==> src/rtl/gxe_pkg.sv <==
package gxe_pkg;

  localparam logic [31:0] DRAW_CHAR_CODE = 32'h0000_0A21;
  localparam int HDR_WORDS   = 5;
  localparam int GLYPH_WORDS = 11;
  localparam int ROW_PIX     = 16;
  localparam int ROW_COUNT   = 2 * GLYPH_WORDS;

  typedef enum logic [3:0] {
    ST_IDLE,
    ST_HREQ,
    ST_HCAP,
    ST_DECODE,
    ST_GREQ,
    ST_GCAP,
    ST_PIX,
    ST_ROWEND,
    ST_FIN
  } gxe_state_e;

  // header slot -> buffer word: code, vertex A, vertex B, fg, bg
  function automatic logic [5:0] hdr_word(input logic [2:0] slot);
    case (slot)
      3'd0:    return 6'd0;
      3'd1:    return 6'd13;
      3'd2:    return 6'd14;
      3'd3:    return 6'd16;
      default: return 6'd29;
    endcase
  endfunction

  // glyph slot -> buffer word: 4..11 then 30..32
  function automatic logic [5:0] glyph_word(input logic [3:0] slot);
    if (slot < 4'd8) return 6'(slot) + 6'd4;
    else             return 6'(slot) + 6'd22;
  endfunction

  function automatic logic [23:0] shade24(input logic [7:0] sel);
    if (sel == 8'd0)      return 24'h000000;
    else if (sel == 8'd7) return 24'hC0C0C0;
    else                  return 24'hFFFFFF;
  endfunction

endpackage

==> src/rtl/gxe_pos_decode.sv <==
module gxe_pos_decode #(
  parameter int FB_W = 1280,
  parameter int FB_H = 1024,
  localparam int XW = $clog2(FB_W),
  localparam int YW = $clog2(FB_H)
) (
  input  logic [31:0]   vtx,
  output logic [XW-1:0] pos_x,
  output logic [YW-1:0] pos_y
);

  logic [31:0] biased;
  logic [10:0] x_field;
  logic [9:0]  y_field;
  logic        unused_bits;

  assign biased      = vtx - 32'd63;
  assign x_field     = vtx[29:19];
  assign y_field     = biased[12:3];
  assign unused_bits = ^{vtx[31:30], vtx[18:0], biased[31:13], biased[2:0]};

  always_comb begin
    if (32'(x_field) >= 32'(FB_W)) pos_x = XW'(32'(x_field) - 32'(FB_W));
    else                           pos_x = XW'(x_field);
    if (32'(y_field) >= 32'(FB_H)) pos_y = YW'(32'(y_field) - 32'(FB_H));
    else                           pos_y = YW'(y_field);
  end

endmodule

==> src/rtl/gxe_color_map.sv <==
module gxe_color_map
  import gxe_pkg::*;
(
  input  logic [31:0] color_word,
  input  logic        deep,
  output logic [23:0] pix
);

  logic unused_bits;
  assign unused_bits = ^{color_word[31:24], color_word[15:8]};

  always_comb begin
    if (deep) pix = shade24(color_word[23:16]);
    else      pix = {16'h0000, color_word[7:0]};
  end

endmodule

==> src/rtl/gxe_seq.sv <==
module gxe_seq
  import gxe_pkg::*;
#(
  parameter int FB_H = 1024,
  localparam int YW = $clog2(FB_H),
  localparam int CW = $clog2(ROW_PIX + 1),
  localparam int PW = $clog2(ROW_PIX)
) (
  input  logic          clk,
  input  logic          rst_n,
  input  logic          start,
  input  logic          deep_in,
  output logic          rd_en,
  output logic [5:0]    rd_idx,
  input  logic [31:0]   rd_data,
  input  logic [CW-1:0] pix_cnt,
  input  logic [YW-1:0] y_start,
  output logic [31:0]   hdr_v1,
  output logic [31:0]   hdr_v2,
  output logic [31:0]   hdr_fg,
  output logic [31:0]   hdr_bg,
  output logic          deep_q,
  output logic          busy,
  output logic          done,
  output logic          accept,
  output logic          pix_we,
  output logic [PW-1:0] pix_idx,
  output logic [15:0]   row_bits,
  output logic [YW-1:0] row_y,
  output logic          row_end
);

  gxe_state_e    state_q, state_d;
  logic [2:0]    h_q, h_d;
  logic [3:0]    g_q, g_d;
  logic          half_q, half_d;
  logic [PW-1:0] p_q, p_d;
  logic [YW-1:0] y_q, y_d;
  logic [31:0]   glyph_q, glyph_d;
  logic [31:0]   cmd_q, cmd_d;
  logic [31:0]   v1_q, v1_d, v2_q, v2_d, fg_q, fg_d, bg_q, bg_d;
  logic          deep_d, deep_r;
  logic          last_pix;
  logic [YW-1:0] y_next;

  assign last_pix = (CW'(p_q) + CW'(1)) == pix_cnt;

  always_comb begin
    if (32'(y_q) + 32'd1 >= 32'(FB_H)) y_next = '0;
    else                               y_next = y_q + YW'(1);
  end

  always_comb begin
    state_d = state_q;
    h_d     = h_q;
    g_d     = g_q;
    half_d  = half_q;
    p_d     = p_q;
    y_d     = y_q;
    glyph_d = glyph_q;
    cmd_d   = cmd_q;
    v1_d    = v1_q;
    v2_d    = v2_q;
    fg_d    = fg_q;
    bg_d    = bg_q;
    deep_d  = deep_r;
    rd_en   = 1'b0;
    rd_idx  = 6'd0;
    case (state_q)
      ST_IDLE: begin
        if (start) begin
          state_d = ST_HREQ;
          h_d     = 3'd0;
        end
      end
      ST_HREQ: begin
        rd_en   = 1'b1;
        rd_idx  = hdr_word(h_q);
        state_d = ST_HCAP;
      end
      ST_HCAP: begin
        case (h_q)
          3'd0:    cmd_d = rd_data;
          3'd1:    v1_d  = rd_data;
          3'd2:    v2_d  = rd_data;
          3'd3:    fg_d  = rd_data;
          default: bg_d  = rd_data;
        endcase
        if (h_q == 3'(HDR_WORDS - 1)) begin
          state_d = ST_DECODE;
        end else begin
          h_d     = h_q + 3'd1;
          state_d = ST_HREQ;
        end
      end
      ST_DECODE: begin
        if (cmd_q == DRAW_CHAR_CODE) begin
          deep_d  = deep_in;
          g_d     = 4'd0;
          y_d     = y_start;
          state_d = ST_GREQ;
        end else begin
          state_d = ST_FIN;
        end
      end
      ST_GREQ: begin
        rd_en   = 1'b1;
        rd_idx  = glyph_word(g_q);
        state_d = ST_GCAP;
      end
      ST_GCAP: begin
        glyph_d = rd_data;
        half_d  = 1'b0;
        p_d     = '0;
        state_d = (pix_cnt == '0) ? ST_ROWEND : ST_PIX;
      end
      ST_PIX: begin
        if (last_pix) state_d = ST_ROWEND;
        else          p_d     = p_q + PW'(1);
      end
      ST_ROWEND: begin
        y_d = y_next;
        p_d = '0;
        if (!half_q) begin
          half_d  = 1'b1;
          state_d = (pix_cnt == '0) ? ST_ROWEND : ST_PIX;
        end else if (g_q == 4'(GLYPH_WORDS - 1)) begin
          state_d = ST_FIN;
        end else begin
          g_d     = g_q + 4'd1;
          state_d = ST_GREQ;
        end
      end
      ST_FIN:  state_d = ST_IDLE;
      default: state_d = ST_IDLE;
    endcase
  end

  always_ff @(posedge clk or negedge rst_n) begin
    if (!rst_n) begin
      state_q <= ST_IDLE;
      h_q     <= '0;
      g_q     <= '0;
      half_q  <= 1'b0;
      p_q     <= '0;
      y_q     <= '0;
      glyph_q <= '0;
      cmd_q   <= '0;
      v1_q    <= '0;
      v2_q    <= '0;
      fg_q    <= '0;
      bg_q    <= '0;
      deep_r  <= 1'b0;
    end else begin
      state_q <= state_d;
      h_q     <= h_d;
      g_q     <= g_d;
      half_q  <= half_d;
      p_q     <= p_d;
      y_q     <= y_d;
      glyph_q <= glyph_d;
      cmd_q   <= cmd_d;
      v1_q    <= v1_d;
      v2_q    <= v2_d;
      fg_q    <= fg_d;
      bg_q    <= bg_d;
      deep_r  <= deep_d;
    end
  end

  assign hdr_v1   = v1_q;
  assign hdr_v2   = v2_q;
  assign hdr_fg   = fg_q;
  assign hdr_bg   = bg_q;
  assign deep_q   = deep_r;
  assign busy     = state_q != ST_IDLE;
  assign done     = state_q == ST_FIN;
  assign accept   = (state_q == ST_DECODE) && (cmd_q == DRAW_CHAR_CODE);
  assign pix_we   = state_q == ST_PIX;
  assign pix_idx  = p_q;
  assign row_bits = half_q ? glyph_q[31:16] : glyph_q[15:0];
  assign row_y    = y_q;
  assign row_end  = state_q == ST_ROWEND;

  assert_done_single_R10: assert property (@(posedge clk) disable iff (!rst_n)
    done |=> !done);

  assert_restart_ignored_R11: assert property (@(posedge clk) disable iff (!rst_n)
    (busy && start) |=> !(state_q == ST_HREQ && h_q == 3'd0));

  assert_pix_limit_R4: assert property (@(posedge clk) disable iff (!rst_n)
    pix_we |-> (CW'(p_q) < pix_cnt && pix_cnt <= CW'(ROW_PIX)));

endmodule

==> src/rtl/gxe_dirty.sv <==
module gxe_dirty #(
  parameter int FB_W = 1280,
  parameter int FB_H = 1024,
  localparam int XW = $clog2(FB_W),
  localparam int YW = $clog2(FB_H)
) (
  input  logic          clk,
  input  logic          rst_n,
  input  logic          accept,
  input  logic [XW-1:0] x_first,
  input  logic [XW-1:0] x_last,
  input  logic [YW-1:0] y_first,
  input  logic          row_end,
  input  logic [YW-1:0] row_y,
  output logic [XW-1:0] x_lo,
  output logic [XW-1:0] x_hi,
  output logic [YW-1:0] y_lo,
  output logic [YW-1:0] y_hi
);

  logic [XW-1:0] xl_q, xl_d, xh_q, xh_d;
  logic [YW-1:0] yl_q, yl_d, yh_q, yh_d;

  always_comb begin
    xl_d = xl_q;
    xh_d = xh_q;
    yl_d = yl_q;
    yh_d = yh_q;
    if (accept) begin
      xl_d = x_first;
      xh_d = x_last;
      yl_d = y_first;
      yh_d = y_first;
    end else if (row_end) begin
      if (row_y < yl_q) yl_d = row_y;
      if (row_y > yh_q) yh_d = row_y;
    end
  end

  always_ff @(posedge clk or negedge rst_n) begin
    if (!rst_n) begin
      xl_q <= '0;
      xh_q <= '0;
      yl_q <= '0;
      yh_q <= '0;
    end else begin
      xl_q <= xl_d;
      xh_q <= xh_d;
      yl_q <= yl_d;
      yh_q <= yh_d;
    end
  end

  assign x_lo = xl_q;
  assign x_hi = xh_q;
  assign y_lo = yl_q;
  assign y_hi = yh_q;

  assert_dirty_order_R9: assert property (@(posedge clk) disable iff (!rst_n)
    yl_q <= yh_q);

  assert_row_covered_R9: assert property (@(posedge clk) disable iff (!rst_n)
    row_end |=> (yl_q <= $past(row_y) && yh_q >= $past(row_y)));

endmodule

==> src/rtl/gxe_glyph_engine.sv <==
module gxe_glyph_engine
  import gxe_pkg::*;
#(
  parameter int FB_W = 1280,
  parameter int FB_H = 1024,
  localparam int XW = $clog2(FB_W),
  localparam int YW = $clog2(FB_H),
  localparam int AW = $clog2(FB_W * FB_H + ROW_PIX)
) (
  input  logic          clk,
  input  logic          rst_n,
  input  logic          start,
  input  logic          deep24,
  output logic          cmd_rd_en,
  output logic [5:0]    cmd_rd_idx,
  input  logic [31:0]   cmd_rd_data,
  output logic          fb_we,
  output logic [AW-1:0] fb_addr,
  output logic [23:0]   fb_data,
  output logic          busy,
  output logic          done,
  output logic [XW-1:0] dirty_x_lo,
  output logic [XW-1:0] dirty_x_hi,
  output logic [YW-1:0] dirty_y_lo,
  output logic [YW-1:0] dirty_y_hi
);

  localparam int CW = $clog2(ROW_PIX + 1);
  localparam int PW = $clog2(ROW_PIX);

  logic [31:0]   vtx_w [2];
  logic [XW-1:0] vx    [2];
  logic [YW-1:0] vy    [2];
  logic [31:0]   col_w [2];
  logic [23:0]   col_p [2];

  logic [31:0]   hdr_fg, hdr_bg;
  logic          deep_q, accept, pix_we, row_end;
  logic [PW-1:0] pix_idx;
  logic [15:0]   row_bits;
  logic [YW-1:0] row_y;
  logic [CW-1:0] pix_cnt;
  logic          unused_y2;

  gxe_seq #(.FB_H(FB_H)) u_seq (
    .clk      (clk),
    .rst_n    (rst_n),
    .start    (start),
    .deep_in  (deep24),
    .rd_en    (cmd_rd_en),
    .rd_idx   (cmd_rd_idx),
    .rd_data  (cmd_rd_data),
    .pix_cnt  (pix_cnt),
    .y_start  (vy[0]),
    .hdr_v1   (vtx_w[0]),
    .hdr_v2   (vtx_w[1]),
    .hdr_fg   (hdr_fg),
    .hdr_bg   (hdr_bg),
    .deep_q   (deep_q),
    .busy     (busy),
    .done     (done),
    .accept   (accept),
    .pix_we   (pix_we),
    .pix_idx  (pix_idx),
    .row_bits (row_bits),
    .row_y    (row_y),
    .row_end  (row_end)
  );

  assign col_w[0] = hdr_fg;
  assign col_w[1] = hdr_bg;

  for (genvar i = 0; i < 2; i++) begin : g_vtx
    gxe_pos_decode #(.FB_W(FB_W), .FB_H(FB_H)) u_pos (
      .vtx   (vtx_w[i]),
      .pos_x (vx[i]),
      .pos_y (vy[i])
    );
    gxe_color_map u_col (
      .color_word (col_w[i]),
      .deep       (deep_q),
      .pix        (col_p[i])
    );
  end

  assign unused_y2 = ^vy[1];

  always_comb begin
    if (vx[1] <= vx[0])                               pix_cnt = '0;
    else if (32'(vx[1]) - 32'(vx[0]) > 32'(ROW_PIX))  pix_cnt = CW'(ROW_PIX);
    else                                              pix_cnt = CW'(vx[1] - vx[0]);
  end

  gxe_dirty #(.FB_W(FB_W), .FB_H(FB_H)) u_dirty (
    .clk     (clk),
    .rst_n   (rst_n),
    .accept  (accept),
    .x_first (vx[0]),
    .x_last  (vx[1]),
    .y_first (vy[0]),
    .row_end (row_end),
    .row_y   (row_y),
    .x_lo    (dirty_x_lo),
    .x_hi    (dirty_x_hi),
    .y_lo    (dirty_y_lo),
    .y_hi    (dirty_y_hi)
  );

  assign fb_we   = pix_we;
  assign fb_addr = AW'(row_y) * AW'(FB_W) + AW'(vx[0]) + AW'(pix_idx);
  assign fb_data = row_bits[pix_idx] ? col_p[0] : col_p[1];

  assert_we_in_cmd_R1: assert property (@(posedge clk) disable iff (!rst_n)
    fb_we |-> busy);

  assert_addr_step_R5: assert property (@(posedge clk) disable iff (!rst_n)
    (fb_we && $past(fb_we)) |-> fb_addr == $past(fb_addr) + AW'(1));

  assert_x_range_R3: assert property (@(posedge clk) disable iff (!rst_n)
    busy |-> (32'(vx[0]) < FB_W && 32'(vx[1]) < FB_W));

  assert_narrow_data_R8: assert property (@(posedge clk) disable iff (!rst_n)
    (fb_we && !deep_q) |-> fb_data[23:8] == 16'h0000);

endmodule

==> config.mk <==
export PLATFORM = sky130hd
export DESIGN_NAME = gxe_glyph_engine
export DESIGN_NICKNAME = d
export VERILOG_FILES = /design/src/rtl/gxe_pkg.sv /design/src/rtl/gxe_pos_decode.sv /design/src/rtl/gxe_color_map.sv /design/src/rtl/gxe_seq.sv /design/src/rtl/gxe_dirty.sv /design/src/rtl/gxe_glyph_engine.sv
export SDC_FILE = /design/constraint.sdc
export NUM_CORES = 1
export LEC_CHECK = 0
export ABC_AREA = 1
export ABC_CLOCK_PERIOD_IN_PS = 3000
export BUFFER_PORTS_ARGS = -buffer_cell sky130_fd_sc_hd__clkbuf_2
export CELL_PAD_IN_SITES_DETAIL_PLACEMENT = 0
export CELL_PAD_IN_SITES_GLOBAL_PLACEMENT = 1
export CORE_ASPECT_RATIO = 1.5
export CORE_MARGIN = 1
export CORE_UTILIZATION = 35
export DETAILED_ROUTE_END_ITERATION = 7
export HOLD_SLACK_MARGIN = 0.15
export PLACE_DENSITY = 0.75
export RECOVER_POWER = 50
export SLEW_MARGIN = 20
export SYNTH_ARGS = -nofsm -noshare
export SYNTH_HDL_FRONTEND = slang
export SYNTH_SLANG_ARGS = --single-unit
==> constraint.sdc <==
create_clock -name clk -period 3 [get_ports clk]
set_input_delay 0.3 -clock clk [delete_from_list [all_inputs] [get_ports clk]]
set_output_delay 0.3 -clock clk [all_outputs]
set_load 0.005 [all_outputs]
==> flow_summary.json <==
{
  "num_rows": 80,
  "grt_max_degree": 82,
  "cp.depth": 14,
  "maxCapViolCount": 1,
  "fmax_mhz": 296.7,
  "ys_warn_count": 0,
  "die_h_um": 222.3,
  "synth_ff_type": "dfrtp_1",
  "yosysTopAreaCellShare_pct": 44.21,
  "synth_seq_cells": 200,
  "grt-ovfl-total": 0,
  "cts_max_level": 4,
  "fin_crit_sh_pct": 112.4,
  "grt_pass1_vias": 9625,
  "worst_pin_slew_ns": 2.192,
  "combPwrFrac_pct": 48.3,
  "clock_latency_ns": 0.46,
  "path_max_fanout": 4,
  "synth_top_family_by_area": "simple AND/OR/NAND/NOR gates",
  "drc": 0,
  "status": "complete, but fails checks",
  "worst_r2r_path_depth": 19,
  "worstHoldPathType": "in -> reg",
  "critPathCaptureType": "output port",
  "rsz0062_at_grt": "true",
  "grt_antenna_before_repair": 0,
  "grt_pass1_wl_um": 49750,
  "worst-setup-path-type": "reg -> out",
  "max_slew_margin_pct": -46.12,
  "worst_slack_ns": -0.3706,
  "final_common_cell": "nand2_1",
  "crit_arrival_ns": 3.07,
  "yosysUniqueCellTypes": 54,
  "synth_compound_area_share_pct": 14.75,
  "crit_buf_inv": 3,
  "muxShareOfSynthArea_pct": 0.09948,
  "gp_congestion": 0.8509,
  "p_per_area_nw_per_um2": 842.8,
  "ir_worst_vdd_mv": 0.5184,
  "cts_root_buf": "clkbuf_16",
  "totalPowerFinal_w": 0.01200,
  "failed_checks": "capacitance limit, slew limit, setup timing",
  "ys_seq_area_share_pct": 44.21,
  "p_int_w": 0.006909,
  "power.switching_w": 0.005087,
  "core-area_um2": 31830,
  "syn_avg_cell_area_um2": 7.938,
  "p_leak_nw": 7.158,
  "io_pins": 133,
  "vias_per_cell": 4.872,
  "clk_pin_slew_worst_paths_ns": 0.08,
  "pwr-share-seq_pct": 32.3,
  "hold_violations": 0,
  "hold_depth": 3,
  "dp_hpwl_um": 23370,
  "setup_viol": 14,
  "drt-wirelength-per-cell_um": 15.35,
  "start_util_pct": 35.56,
  "drv_slew": 82,
  "start_kind": "register",
  "post-place-ws_ns": -0.1048,
  "drt_wl_total_um": 31500,
  "yosys.area_share.simple_pct": 21.91,
  "fin_skew_ns": 0.008617,
  "async_reset_ff_share_pct": 100.0,
  "dr.pass1.iters": 5,
  "worstPathRequired_ns": 2.70,
  "synthAdderAreaFrac_pct": 7.936,
  "dieArea_um2": 33080,
  "io_buffer_count": 132,
  "numClockSinks": 200,
  "synth_area_leaders": "dfrtp_1 44%, nand2_1 11%, o21ai_0 10%",
  "clock_path_buffers": 2,
  "drt_iter0_drc": 574,
  "clkPwrFrac_pct": 19.4,
  "switching_share_pct": 42.40,
  "fin_crit_ns": 3.371,
  "drive_gt1_share_pct": 23.69,
  "ant_nets": 0,
  "synth_area_um2": 11320,
  "grt.total_usage_pct": 19.49,
  "cts_inserted_buffers": 17,
  "synth-edff-count": 0,
  "cp_slowest_cell": "dfrtp_1",
  "die_x_um": 148.8,
  "yosys.area.top_type": "dfrtp_1",
  "synthXorXnorAreaFrac_pct": 2.553,
  "fin_nets": 1735,
  "tritoncts": "built",
  "n_antenna_cell": 0,
  "cp_slowest_stage_delay_ns": 0.44,
  "crit_chain": "buf_6 > ha_4 > ha_4 > nand3_2 > nand2_2 > a21oi_2 > o21bai_1 > xor2_1 > nand2_2 > nor3_2 > nor3b_2 > xor2_1 > inv_1 > clkbuf_2",
  "crit_family": "simple AND/OR/NAND/NOR gates",
  "syn_nets": 1532,
  "vias": 9998,
  "area_growth_pct": 25.74,
  "syn_inst": 1426,
  "final_cell_mix": "306 x nand2_1, 225 x o21ai_0, 199 x dfrtp_1, 168 x inv_1, 109 x clkbuf_2"
}
## worst register-to-register path: cells and delay by family, from the launching register on
| family | cells | cell delay, ns |
|---|---|---|
| AOI/OAI and AO/OA | 2 | 0.44 |
| xor gates and xnor gates | 1 | 0.18 |
| adders and majority gates | 1 | 0.30 |
| buffers and inverters | 2 | 0.29 |
| DFF | 1 | 0.41 |
| and+or+nand+nor | 13 | 1.37 |
## power by group through the flow
stage | Sequential (W) | Combinational, W | Clock (W)
finish | 0.00387 | 0.00580 | 0.00232
global route | 0.00398 | 0.00644 | 0.00248
CTS | 0.00387 | 0.00508 | 0.00239
detailed placement | 0.00391 | 0.00452 | 0
global placement | 0.00389 | 0.00445 | 0
floorplan | 0.00381 | 0.00314 | 0
## synthesized netlist by cell type (3+ instances only)
| cell | instances |
|---|---|
| nor2_1 | 101 |
| o21bai_1 | 3 |
| nand2_1 | 328 |
| nand2_2 | 18 |
| nor2_2 | 5 |
| nand3b_1 | 5 |
| o22ai_1 | 7 |
| o21ai_0 | 230 |
| buf_2 | 5 |
| ha_1 | 67 |
| clkbuf_1 | 37 |
| fa_1 | 3 |
| a21oi_1 | 39 |
| inv_1 | 181 |
| nand3_2 | 4 |
| buf_4 | 14 |
| inv_2 | 4 |
| xnor2_1 | 9 |
| nor3_1 | 13 |
| nand4_1 | 9 |
| nor4_1 | 14 |
| xor2_1 | 24 |
| dfrtp_1 | 200 |
| o221ai_1 | 4 |
| or2_2 | 3 |
| o211ai_1 | 5 |
| nand3_1 | 58 |
## state kept, by name (all words and copies together), names as in the netlist, 10 cells and up
register and count:
u_dirty.x_hi 11, u_dirty.x_lo 11, u_dirty.y_hi 10, u_dirty.y_lo 10
u_seq.cmd_q 32, u_seq.glyph_q 32, u_seq.hdr_bg 16, u_seq.hdr_fg 16
u_seq.hdr_v1 24, u_seq.hdr_v2 11, u_seq.row_y 10
## per-stage QoR
stage | TNS, ns | util (%) | hold slack, ns | instances | cell area [um^2]
6_report | -2.322 | 44.72 | 0.1707 | 2052 | 14230
3_3_place_gp | -0.1297 | 40.29 | 0.3680 | 1989 | 12830
5_1_grt | -4.693 | 44.72 | 0.1937 | 2052 | 14230
3_5_place_dp | -0.3560 | 40.29 | 0.3928 | 1989 | 12830
2_1_floorplan | 0 | - | 0.004409 | 1426 | 11320
4_1_cts | -2.579 | 43.44 | 0.1598 | 2040 | 13830
## layout make-up
type                    instances  area [um^2]
well taps                     410        513.0
fillers                      3175        17600
inverters                     186        714.4
repair inverters                1        5.005
clock buffers                  17        425.4
clock inverters                15        162.7
multi-input cells             985         5916
flip-flops and latches        200         5006
repair buffers                238         1491
## worst paths after layout
check | start | endpoint | slack (ns)
setup reg to reg | u_seq.hdr_v1[25]$_DFFE_PN0P_ | u_seq.pix_idx[0]$_DFFE_PN0P_ | -0.04
min in group asynchronous | rst_n | u_dirty.x_hi[4]$_DFFE_PN0P_ | 0.99
hold reg to reg | u_seq.hdr_v1[5]$_DFFE_PN0P_ | u_seq.hdr_v1[5]$_DFFE_PN0P_ | 0.48
hold / removal | cmd_rd_data[16] | u_seq.glyph_q[16]$_DFFE_PN0N_ | 0.17
setup / recovery | u_seq.row_y[3]$_DFFE_PN0P_ | fb_addr[19] | -0.37
max in group asynchronous | rst_n | u_seq.hdr_v2[24]$_DFFE_PN0P_ | 0.47
## kinds of logic after synthesis
kind of cell	count (synthesis)
AO/OA/AOI/OAI	310
adder cells (fa/ha/maj)	70
multiplexers	1
buffers and inverters	242
AND/OR/NAND/NOR	570
XOR/XNOR	33
flip-flops	200
## timing repair
item / CTS / global route
pin swaps: 24 / 47
endpoints found under the setup margin: 33 / 56
hold buffers: 8 / 0
endpoints found under the hold margin: 90 / 0
gates cloned: 1 / 1
gates resized for setup: 59 / 87
setup buffers: 12 / 13
## per-layer routing
metal	global-route usage, %	part of all wire [%]	routed length (um)	vias to the layer above
met2	34.62	52	16310	172
met3	2.936	3.0	938	40
li1	-	-	-	5047
met1	23.69	43	13490	4739
met4	6.748	2.4	760	0
met5	0	0	0	-
No activity file was read; power rests on OpenSTA's default activity.
